--- config.mk ---
export PLATFORM = sky130hd
export DESIGN_NAME = prio_irq_nest
export DESIGN_NICKNAME = d
export VERILOG_FILES = /design/src/rtl/prio_irq_nest.sv
export SDC_FILE = /design/constraint.sdc
export NUM_CORES = 1
export LEC_CHECK = 0
export BUFFER_PORTS_ARGS = -buffer_cell sky130_fd_sc_hd__buf_2
export CAP_MARGIN = 15
export CORE_UTILIZATION = 60
export CTS_CLUSTER_SIZE = 12
export DETAILED_ROUTE_END_ITERATION = 8
export PLACE_DENSITY_LB_ADDON = 0.12
export SLEW_MARGIN = 20
export SYNTH_ARGS = -nofsm -noshare
export SYNTH_HDL_FRONTEND = slang
export SYNTH_SLANG_ARGS = --single-unit
--- constraint.sdc ---
create_clock -name clk -period 3.5 [get_ports clk]
set_input_delay 0.175 -clock clk [delete_from_list [all_inputs] [get_ports clk]]
set_output_delay 0.175 -clock clk [all_outputs]
set_load 0.01 [all_outputs]
--- src/rtl/prio_irq_nest.sv ---
module prio_irq_nest #(
  parameter int NSRC  = 8,
  parameter int VW    = 16,
  parameter int DEPTH = 8,
  localparam int IW   = $clog2(NSRC)
) (
  input  logic            clk,
  input  logic            rst_n,
  input  logic [NSRC-1:0] req_i,
  input  logic            nest_i,
  input  logic            en_i,
  input  logic [NSRC-1:0] mask_i,
  input  logic            tab_we_i,
  input  logic [IW-1:0]   tab_idx_i,
  input  logic [VW-1:0]   tab_data_i,
  input  logic            ack_i,
  input  logic            eos_i,
  output logic            irq_o,
  output logic [IW-1:0]   src_o,
  output logic [VW-1:0]   vec_o,
  output logic            busy_o,
  output logic [IW-1:0]   lvl_o
);
  localparam int DW  = $clog2(DEPTH);
  localparam int SPW = $clog2(DEPTH + 1);

  logic [NSRC-1:0] req_q, pend, elig, clr;
  logic [VW-1:0]   tab [NSRC];
  logic [IW-1:0]   stk [DEPTH];
  logic [SPW-1:0]  sp;
  logic [IW-1:0]   cand, top;
  logic [DW-1:0]   top_idx, wr_idx;
  logic            any, pres, take, pop;

  assign elig    = pend & ~mask_i & {NSRC{en_i}};
  assign any     = |elig;
  assign busy_o  = sp != '0;
  assign top_idx = DW'(sp - 1'b1);
  assign top     = stk[top_idx];
  assign lvl_o   = busy_o ? top : '0;
  assign take    = irq_o & ack_i;
  assign pop     = eos_i & busy_o;
  assign wr_idx  = DW'(sp - SPW'(pop));
  assign clr     = take ? (NSRC'(1) << src_o) : '0;
  assign pres    = any && (sp != SPW'(DEPTH)) && (!busy_o || (nest_i && cand > top));

  always_comb begin
    cand = '0;
    for (int i = 0; i < NSRC; i++)
      if (elig[i]) cand = IW'(i);
  end

  always_ff @(posedge clk) begin
    if (!rst_n) begin
      req_q <= '0;
      pend  <= '0;
    end else begin
      req_q <= req_i;
      pend  <= (pend & ~clr) | (req_i & ~req_q);
    end
  end

  always_ff @(posedge clk) begin
    if (!rst_n) begin
      for (int i = 0; i < NSRC; i++) tab[i] <= '0;
    end else if (tab_we_i) begin
      tab[tab_idx_i] <= tab_data_i;
    end
  end

  always_ff @(posedge clk) begin
    if (!rst_n) begin
      sp <= '0;
      for (int i = 0; i < DEPTH; i++) stk[i] <= '0;
    end else begin
      sp <= sp - SPW'(pop) + SPW'(take);
      if (take) stk[wr_idx] <= src_o;
    end
  end

  always_ff @(posedge clk) begin
    if (!rst_n) begin
      irq_o <= 1'b0;
      src_o <= '0;
      vec_o <= '0;
    end else if (take) begin
      irq_o <= 1'b0;
    end else if (!irq_o && pres) begin
      irq_o <= 1'b1;
      src_o <= cand;
      vec_o <= tab[cand];
    end
  end
endmodule

Word level (Yosys, flattened, before mapping) --
Memory sizes are Yosys's and may differ from the RTL's. A register that Yosys moved wholly into a read port is not among the register bits. Cells that the tools add are included. W data, S select, Z words.
Operators by class: bitwise gates (word level) 12, equality and inequality tests 1, mux-type cells 22, reductions and logical operators 14, shift operators 1, add/subtract/negate cells 3, order comparisons 1
Operators with widths (count):
- $and A8 B8 Y8 | 4
- $mux W3 | 10
- $not A8 Y8 | 3
- $mux W16 | 1
- $reduce_or A16 Y1 | 1
- $mux W1 | 10
- $mux W8 | 1
- $or A8 B8 Y8 | 1
- $reduce_or A8 Y1 | 1
- $shl A1 B3 Y8 const A | 1
- $add A4 B1 Y4 | 1
- $logic_and A1 B1 Y1 | 4
- $ne A4 B4 Y1 const B | 1
- $reduce_bool A4 Y1 | 1
- $sub A4 B1 Y4 | 1
- $gt A3 B3 Y1 | 1
- $logic_not A1 Y1 | 3
- $reduce_or A3 Y1 | 1
- $sub A3 B1 Y3 const B | 1
- $and A1 B1 Y1 | 2
- $not A1 Y1 | 2
- $reduce_and A2 Y1 | 1
- $reduce_or A2 Y1 | 1
- $logic_or A1 B1 Y1 | 1
Word-level totals: input port bits 42, output and inout bits 24, memories 2, bits in writable memories 152, flip-flop bits (word level) 24
Memory list:
- tab | depth 8, width 16, read ports 1, clocked after Yosys merged registers in 1, write ports 8, line 28 | logic [VW-1:0] tab [NSRC];
- stk | depth 8, width 3, read ports 1, clocked after Yosys merged registers in 0, write ports 8, line 29 | logic [IW-1:0] stk [DEPTH];

Logic depth before layout (Yosys ltp) --
Gate-level depths: netlist of run 1.
word-level depth 16, gate-level depth with buffers 14, gate-level depth less buffers 11

Least setup slack after synthesis of run 1 --
Ideal clock, no wire load.
path kind register to register, start point register sp[0], end point register vec_o[15], read port of tab, arrival 3.082 ns, library setup time 0.120 ns, stages on the path, launching flop included 14, setup slack 0.298 ns, period minus slack after synthesis 3.202 ns, buffers on the path 2, cells stage by stage dfxtp_1 -> clkbuf_1 -> inv_1 -> ha_1 -> mux4_2 -> mux2i_1 -> ha_1 -> a21oi_1 -> o21ai_1 -> a41o_1 -> buf_2 -> nand3_1 -> o2bb2ai_1 -> a211o_1
Between the ends: word-level cells in the longest chain between the ends 8, elaborated cells on any way between the ends 12, classes of those cells add/sub (1); order compare (1); eq/ne (1); reduce/logical (8); memory (1)
RTL lines:
- start, declared | line 30 | logic [SPW-1:0] sp;
- start signal, assigned | line 76 | sp <= sp - SPW'(pop) + SPW'(take);
- $sub A3 B1 Y3 | line 38 | assign top_idx = DW'(sp - 1'b1);
- $mem_v2 Z8 W3
- $gt A3 B3 Y1 | line 45 | assign pres = any && (sp != SPW'(DEPTH)) && (!busy_o || (nest_i && cand > top));
- $logic_and A1 B1 Y1 | line 45
- $logic_or A1 B1 Y1 | line 45
- $logic_and A1 B1 Y1 * | line 45
- $logic_and A1 B1 Y1 * | line 88 | end else if (!irq_o && pres) begin
- $reduce_and A2 Y1 (no line) *
- end, declared | line 20 | output logic [VW-1:0] vec_o,
Every way passes the cells marked *; elsewhere a longest branch is shown, timed or not. A chain may end at the register's enable or synchronous reset.

Worst setup path in the final report of run 1 --
start point register sp[0], end point register vec_o[3], read port of tab
The elaborated chain is that of the path after synthesis.

==> out/metrics.cfg, run 1 <==
[status]
status = completed

[critical_path]
cpPeakStageDelay_ns = 0.69
critPathArrivalTime_ns = 3.66
crit_chain = inv_1 > ha_1 > mux4_2 > mux2i_1 > ha_1 > a21oi_1 > o21ai_1 > a41o_1 > a21oi_1 > a221o_1
start_kind = flip-flop
crit_required_ns = 3.87
path_buf_inv = 1
crit_type = flip-flop to flip-flop
cp-end-kind = flip-flop
crit_family = compound AO/OA/AOI/OAI gates
critical_path.max_fanout = 9
crit_slowest_cell = a21oi_1

[synthesis]
ys_top_cells_by_area = edfxtp_1 (52%), and2_1 (12%), dfxtp_1 (9.2%)
synth.top_cell.area_share_pct = 52.4
synth_warnings = 0
seq_area_frac_synth_pct = 61.6
synth_area_per_cell_um2 = 13.2
synthTopCellsByCount = and2_1 (164), edfxtp_1 (152), mux2i_1 (68), dfxtp_1 (40), nand2b_1 (32)
synthCells = 661
synth_cell_types = 48
synth_most_common_cell = and2_1
ys_ff_latch = 192
synth_edf_count = 152
synth_top_cell_by_area = edfxtp_1
synth_nets = 711
netlist_area_um2 = 8700
ys_async_sr_fraction_pct = 0
synth_flop_cell = edfxtp_1

[drt]
wl_um = 19000
drt_iter0_markers = 547
first_pass_iters = 6
final_antenna_net_count = 0
via_per_inst = 5.92
drc = 0
vias = 5563
wl_per_cell_um = 20.2

[sta]
relSlewSlack_pct = 26.0
tightestPinTransition_ns = 1.11
rsz0062_at_grt = yes
slew_violations = 0
finalSetupTns_ns = 0
max_freq_mhz = 304
period_minus_slack_ns = 3.29
setup_viol = 0
fin_crit_sh_pct = 94.1
hold_viol_final = 0
fin_skew_ns = 0.00931

[floorplan]
core_area_um2 = 14000
io_pins = 66
die_w_um = 122
num_rows = 43
die_h_um = 122
die_area_um2 = 15000
start_util_pct = 62.0

[grt]
grt_use_met2_pct = 49.7
met1_usage_pct = 30.7
busiest_layer = met2
grt_usage_pct = 27.1
gr-total-overflow = 0
grt_max_degree = 66
grt_pass1_wl_um = 29300
antenna_found_initial = 1
grt_pass1_vias = 5613
grt.met3_usage_pct = 5.11

[clocking]
cts_buffer_depth = 2
clock_tree.root_cell = clkbuf_16
htree_num_levels = 4
cts_num_sinks = 192
insertion_delay_ns = 0.43
cts_tree = built
path_clk_slew_ns = 0.07
cts_made_buffers = 17

[finish]
multiInputGateArea_um2 = 3160
final_layout_size_suffix_gt1_share_pct = 17.8
nets = 796
seq_area_um2 = 5370
area_growth_pct = 14.0
fill_cells = 994
finish.utilization_pct = 70.7

[hold_path]
hold_class = input port to flip-flop

[flow_run]
cap_viol_max_count = 0

[place]
gp_congestion = 0.822
io_buffers = 65
dp_hpwl_um = 12600

[power_and_ir_drop]
ir_drop_mv = 0.385
power.density_nw_per_um2 = 604
power.leakage_nw = 3.75

layer usage:
metal | part of all wire (%) | wire length [um] | vias up
met2 | 53 | 10100 | 194
li1 | - | - | 2586
met5 | 0 | 0 | -
met3 | 6.1 | 1160 | 50
met1 | 38 | 7170 | 2733
met4 | 3.1 | 598 | 0
through the flow:
step	instance area (um2)	power, mW	hold WS, ns	setup WS [ns]	instances
after floorplan	8700	3.78	0.297	0.298	661
after global placement	9280	4.14	0.393	0.323	898
after detailed placement	9280	4.21	0.395	0.212	898
after CTS	9910	6.01	0.0369	0.206	938
after global routing	9920	6.28	0.0536	-0.00267	940
final	9920	6.00	0.0521	0.206	940
flip-flops by register name (all words and copies together) (netlist names):
| name | flops |
|---|---|
| sp | 4 |
| vec_o | 16 |
| tab | 128 |
| irq_o | 1 |
| stk | 24 |
| src_o | 3 |
| req_q | 8 |
| pend | 8 |
final cells by class:
class	instances	area share [%]
clock inverter	15	1.31
inverter	11	0.416
clock buffer	17	4.29
sequential	192	54.1
multi-input combinational	429	31.9
tap	180	2.27
timing repair buffer	95	5.75
antenna	1	0.0252
kinds of logic after synthesis:
group | Yosys count | synth area share [%]
and+or+nand+nor | 257 | 18.1
xor gates and xnor gates | 6 | 0.604
muxes | 75 | 9.50
AOI/OAI and AO/OA | 83 | 6.90
buffers and inverters | 40 | 2.16
DFF | 192 | 61.6
adders and majority gates | 8 | 1.15
worst register-to-register path: stages, from the launching register on:
cell     delay [ns]
dfxtp_1        0.33
inv_1          0.06
ha_1           0.41
mux4_2         0.35
mux2i_1        0.24
ha_1           0.30
a21oi_1        0.15
o21ai_1        0.08
a41o_1         0.37
a21oi_1        0.69
a221o_1        0.28
power by group:
group / total [mW] / internal (mW) / switching, mW
clock network: 1.83 / 0.989 / 0.842
registers: 2.76 / 2.65 / 0.108
logic: 1.41 / 0.584 / 0.821
placed cells by master (no fill, tap or decap), types with 3 or more instances in the layout:
cell           instances
nand3_1                5
nor2_1                16
o221ai_1               7
xnor2_1                3
and2_1               164
o22ai_1               17
o22a_1                 7
mux2i_1               68
inv_1                  9
nand2b_1              32
nor3_1                10
o21ai_1                4
clkinv_1               3
a2bb2oi_1              7
dlygate4sd3_1          8
mux4_2                 6
xor2_1                 3
dfxtp_1               40
a21oi_1               12
nand2_1               13
buf_4                 22
clkbuf_16             17
a221o_1                8
nor2b_1                3
inv_6                  6
buf_2                 65
nor4_1                 3
edfxtp_1             152
o21ai_0               10
ha_1                   8
path summary, 6_finish.rpt:
kind	from	to	slack (ns)	depth (start not counted)
min reg2reg	pend[5]	pend[5]	0.48	2
min	ack_i	irq_o	0.05	3
max	sp[0]	vec_o[3]	0.21	10
max reg2reg	sp[0]	vec_o[3]	0.21	10
what timing repair did:
item | 4_1_cts | 5_1_grt
setup buffers | 0 | 1
setup endpoints to repair | 0 | 7
gates resized for setup | 0 | 0
hold endpoints to repair | 9 | 0
hold buffers | 8 | 0
Note: power is estimated with default switching activity, not from simulation.
==> run 2: changes to the inputs <==
--- a/config.mk
+++ b/config.mk
@@ -10,6 +10,7 @@
 export CORE_UTILIZATION = 60
 export CTS_CLUSTER_SIZE = 12
 export DETAILED_ROUTE_END_ITERATION = 8
+export HOLD_SLACK_MARGIN = 0.1
 export PLACE_DENSITY_LB_ADDON = 0.12
 export SLEW_MARGIN = 20
 export SYNTH_ARGS = -nofsm -noshare
==> run 2 against run 1 <==
  * Clock power about the same
  * Sequential power about the same
  * Flip-flop and latch count stayed put
  * Worst hold slack better by 0.062 ns
  * Final cell count is 0.32% higher
  * Die area is the same
  * Register-to-register slack about the same
==> out/metrics.cfg, run 2 (synthesis results as in run 1) <==
[drt]
final_antenna_net_count = 0
via_per_inst = 5.90
drt_iter0_markers = 545
drc = 0
wl_um = 19100
wl_per_cell_um = 20.3
first_pass_iters = 5
vias = 5564

[finish]
nets = 799
design_area_um2 = 9950
largest_register = tab
largest_register_ffs = 128
area_growth_pct = 14.3
mostFrequentLayoutCell = and2_1
final_layout_size_suffix_gt1_share_pct = 17.7
final_cell_mix = and2_1 (164), edfxtp_1 (152), mux2i_1 (68)
reg_top3 = tab x128, stk x24, vec_o x16

[flow_run]
cap_viol_max_count = 0

[place]
gp_congestion = 0.822
io_buffers = 65
dp_hpwl_um = 12600
placed_cell_area_um2 = 9280
place_ws_ns = 0.212

[status]
status = completed

[critical_path]
path_buf_inv = 1
crit_type = flip-flop to flip-flop
crit_chain = inv_1 > ha_1 > mux4_2 > mux2i_1 > ha_1 > a21oi_1 > o21ai_1 > a41o_1 > a21oi_1 > a221o_1
start_kind = flip-flop
cp-end-kind = flip-flop
critPathArrivalTime_ns = 3.67
critical_path.max_fanout = 9
rr_endpoint = vec_o[3]
cpPeakStageDelay_ns = 0.70
reg2reg_depth = 10
rrSetupSlack_ns = 0.20
crit_slowest_cell = a21oi_1
crit_required_ns = 3.86
crit_family = compound AO/OA/AOI/OAI gates
timing.rr.start = sp[0]

[floorplan]
io_pins = 66
core_area_um2 = 14000
die_w_um = 122
num_rows = 43
start_util_pct = 62.0
die_h_um = 122
die_area_um2 = 15000

[clocking]
cts_buffer_depth = 2
cts_made_buffers = 17
cts_num_sinks = 192
post_cts_resized = 0
clock_tree.root_cell = clkbuf_16
htree_num_levels = 4
insertion_delay_ns = 0.42
path_clk_slew_ns = 0.07
cts_tree = built

[sta]
tightestPinTransition_ns = 1.12
fin_crit_sh_pct = 94.4
relSlewSlack_pct = 25.6
hold_ws_ns = 0.114
setup_viol = 0
period_minus_slack_ns = 3.30
rsz0062_at_grt = yes
fin_skew_ns = 0.00855
max_freq_mhz = 303
slew_violations = 0
setup_slack_ns = 0.198
hold_viol_final = 0

[grt]
grt_pass1_wl_um = 29300
grt_usage_pct = 27.2
grt_max_degree = 66
antenna_found_initial = 1
grt_pass1_vias = 5625
gr-total-overflow = 0

[power_and_ir_drop]
power.leakage_nw = 3.76
ir_drop_mv = 0.387
power.density_nw_per_um2 = 603

[hold_path]
hold-path-endpoint = tab[1][15]
hold_class = input port to flip-flop
min_from = tab_data_i[15]
min_delay_path_depth = 2

[run 2: cell count changes in the layout (fill, tap and decap cells not counted), sizes merged]
cell         before  now
dlygate4sd3       8   11
[run 2: worst max path at each step]
stage | startpoint | end | slack [ns] | depth (start not counted)
floorplan | sp[0] | vec_o[15] | 0.30 | 13
CTS | sp[0] | vec_o[3] | 0.21 | 10
global placement | sp[0] | vec_o[7] | 0.32 | 10
global route | sp[1] | vec_o[5] | -0.003 | 10
finish | sp[0] | vec_o[3] | 0.20 | 10
detailed placement | sp[0] | vec_o[11] | 0.21 | 10
[run 2: cell type report]
class | instances | area (um2)
diodes | 1 | 2.50
clock buffers | 17 | 425
flip-flops and latches | 192 | 5370
well taps | 180 | 225
repair buffers | 98 | 601
clock inverters | 15 | 130
fillers | 991 | 4090
multi-input cells | 429 | 3160
inverters | 11 | 41.3
[run 2: power by group]
part / switching (mW) / internal, mW
Clock: 0.841 / 0.989
Combinational: 0.823 / 0.586
Sequential: 0.108 / 2.65
Total: 1.77 / 4.23
[run 2: per-layer routing]
metal / track usage [%] / share of wire [%] / up-vias
met5: 0 / 0 / -
met3: 5.11 / 4.9 / 42
li1: - / - / 2593
met2: 49.9 / 53 / 165
met1: 30.7 / 39 / 2764
met4: 11.7 / 2.9 / 0
[run 2: repair_timing]
item | CTS | global route
hold endpoints to repair | 28 | 0
hold buffers | 11 | 0
endpoints found under the setup margin | 0 | 7
buffers inserted | 0 | 1
[run 2: stage by stage]
stage               total power [mW]  cells   TNS, ns  util [%]
floorplan                       3.78    661         0         -
global placement                4.14    898         0      66.1
detailed placement              4.21    898         0      66.1
CTS                             6.02    941         0      70.8
global route                    6.28    943  -0.00303      70.9
finish                          6.00    943         0      70.9
==> run 3: changes to the inputs <==
--- a/config.mk
+++ b/config.mk
@@ -7,7 +7,7 @@
 export LEC_CHECK = 0
 export BUFFER_PORTS_ARGS = -buffer_cell sky130_fd_sc_hd__buf_2
 export CAP_MARGIN = 15
-export CORE_UTILIZATION = 60
+export CORE_UTILIZATION = 54
 export CTS_CLUSTER_SIZE = 12
 export DETAILED_ROUTE_END_ITERATION = 8
 export HOLD_SLACK_MARGIN = 0.1
==> constraint.sdc (replaced) <==
create_clock -name clk -period 2.8 [get_ports clk]
set_input_delay 0.14 -clock clk [delete_from_list [all_inputs] [get_ports clk]]
set_output_delay 0.14 -clock clk [all_outputs]
set_load 0.01 [all_outputs]
==> run 3 against run 2 <==
  * Die area grew 11%
  * Register-to-register slack worse by 0.12 ns
  * Critical path depth is 2 higher
  * Total power up 39%
  * Critical path type unchanged
  * Critical endpoint is now vec_o[2]
  * Highest routed layer unchanged
==> out/metrics.cfg, run 3 (synthesis results as in run 1) <==
[drt]
first_pass_iters = 4
wl_per_cell_um = 19.8
wl_um = 20200
drc = 0
drt_iter0_markers = 444
vias = 5672
via_per_inst = 5.57
final_antenna_net_count = 0

[critical_path]
path_buf_inv = 2
crit_chain = inv_2 > ha_4 > mux4_2 > mux2i_4 > ha_4 > a21oi_2 > o21ai_2 > a41o_1 > nand4_1 > buf_6 > o22a_1 > o221ai_1
cp_common_cell = ha_4
crit_slowest_cell = dfxtp_2
timing.rr.start = sp[0]
crit_required_ns = 3.10
critical_path.max_fanout = 7
rr_endpoint = vec_o[2]
cpPeakStageDelay_ns = 0.34
start_kind = flip-flop
crit_type = flip-flop to flip-flop
critPathArrivalTime_ns = 3.02
cp-end-kind = flip-flop
crit_family = compound AO/OA/AOI/OAI gates
rrSetupSlack_ns = 0.08
reg2reg_depth = 12

[place]
io_buffers = 65
gp_congestion = 0.805
dp_hpwl_um = 13200
dp.cells = 954

[finish]
seq_area_um2 = 5370
finalNonFillerCells = 1019
reg_top3 = tab x128, stk x24, vec_o x16
area_growth_pct = 21.0
mostFrequentLayoutCell = and2_1
nets = 840
final_cell_mix = and2_1 (163), edfxtp_1 (152), mux2i_1 (66)
diodes = 0
fill_cells = 1143
largest_register_ffs = 128
final_layout_size_suffix_gt1_share_pct = 23.0
multiInputGateArea_um2 = 3320
largest_register = tab

[clocking]
cts_buffer_depth = 2
cts_made_buffers = 17
insertion_delay_ns = 0.43
cts_num_sinks = 192
clock_tree.root_cell = clkbuf_16
cts_tree = built
path_clk_slew_ns = 0.07
htree_num_levels = 4

[power_and_ir_drop]
power.share.clock_pct = 27.1
ir_drop_mv = 0.713
p_int_mw = 5.79
power.density_nw_per_um2 = 792
p_sw_mw = 2.55
seqPwrFrac_pct = 41.4
p_comb_share_pct = 31.5
power.leakage_nw = 3.99
swShare_pct = 30.6

[floorplan]
die_area_um2 = 16600
io_pins = 66
die_w_um = 129
num_rows = 46
start_util_pct = 55.0
core_area_um2 = 15800
die_h_um = 129

[hold_path]
hold_class = input port to flip-flop
min_delay_path_depth = 2
hold-path-endpoint = stk[1][1]
min_from = rst_n

[sta]
fin_crit_sh_pct = 97.3
setup_viol = 0
slew_violations = 0
hold_viol_final = 0
fin_skew_ns = 0.00733
period_minus_slack_ns = 2.72
tightestPinTransition_ns = 0.638
finalSetupTns_ns = 0
max_freq_mhz = 367
relSlewSlack_pct = 57.2

[grt]
grt_usage_pct = 25.3
grt_max_degree = 66
antenna_found_initial = 0
gr-total-overflow = 0
grt_pass1_wl_um = 30200
grt_pass1_vias = 5773

[status]
status = completed

[flow_run]
cap_viol_max_count = 0

[run 3: cell count changes in the layout (fill, tap and decap cells not counted), sizes merged]
cell | previous run | this run
dlygate4sd3 | 11 | 25
buf | 87 | 113
diode | 1 | 0
inv | 18 | 20
a41o | 1 | 2
clkinvlp | 2 | 0
[run 3: worst reg2reg max path, stage by stage, from the launching register on]
cell and delay, ns:
dfxtp_2 0.34, inv_2 0.05, ha_4 0.30, mux4_2 0.34, mux2i_4 0.19, ha_4 0.24, a21oi_2 0.14, o21ai_2 0.08
a41o_1 0.31, nand4_1 0.16, buf_6 0.16, o22a_1 0.16, o221ai_1 0.12
[run 3: metrics by stage]
step | power, mW | setup WS [ns] | hold slack, ns | util [%] | cell area, um2
final | 8.34 | 0.0764 | 0.159 | 66.5 | 10500
after global routing | 8.70 | -0.0244 | 0.156 | 66.5 | 10500
after CTS | 8.03 | 0.0176 | 0.142 | 65.7 | 10400
after detailed placement | 5.52 | -0.194 | 0.361 | 60.0 | 9500
after global placement | 5.44 | -0.130 | 0.358 | 60.0 | 9500
after floorplan | 4.81 | 0.00800 | 0.262 | - | 8740
[run 3: worst max-delay path by stage]
stage	start	to	slack [ns]	cells after the start
6_report	sp[0]	vec_o[2]	0.08	12
5_1_grt	pend[7]	vec_o[13]	-0.02	11
4_1_cts	sp[1]	vec_o[7]	0.02	12
3_5_place_dp	sp[0]	vec_o[7]	-0.19	9
3_3_place_gp	sp[0]	vec_o[15]	-0.13	11
2_1_floorplan	sp[0]	vec_o[0]	0.008	13
[run 3: cell type report]
| type | count | area share [%] |
|---|---|---|
| Sequential cell | 192 | 51.0 |
| Clock buffer | 17 | 4.04 |
| Timing Repair Buffer | 138 | 9.30 |
| Inverter | 11 | 0.392 |
| Multi-Input combinational cell | 430 | 31.6 |
| Clock inverter | 15 | 1.16 |
| Tap cell | 216 | 2.57 |
[run 3: metal layers]
metal	vias up	track usage, %	wire [um]
met3	34	3.66	746
met2	136	46.0	10900
li1	2680	-	-
met1	2822	29.5	8100
met4	0	11.7	478
met5	-	0	0
[run 3: what timing repair did]
| action | CTS | global route |
|---|---|---|
| setup endpoints to repair | 19 | 16 |
| resized for setup | 7 | 23 |
| hold buffers | 25 | 0 |
| cloned | 1 | 0 |
| buffers inserted | 7 | 0 |
| pin swaps | 7 | 9 |
| hold endpoints to repair | 131 | 0 |
[run 3: power by group through the flow]
| stage | clock, mW | sequential (mW) | combinational, mW |
|---|---|---|---|
| final | 2.26 | 3.45 | 2.63 |
| after global routing | 2.39 | 3.47 | 2.83 |
| after CTS | 2.29 | 3.45 | 2.29 |
| after detailed placement | 0 | 3.51 | 2.02 |
| after global placement | 0 | 3.50 | 1.94 |
| after floorplan | 0 | 3.48 | 1.33 |
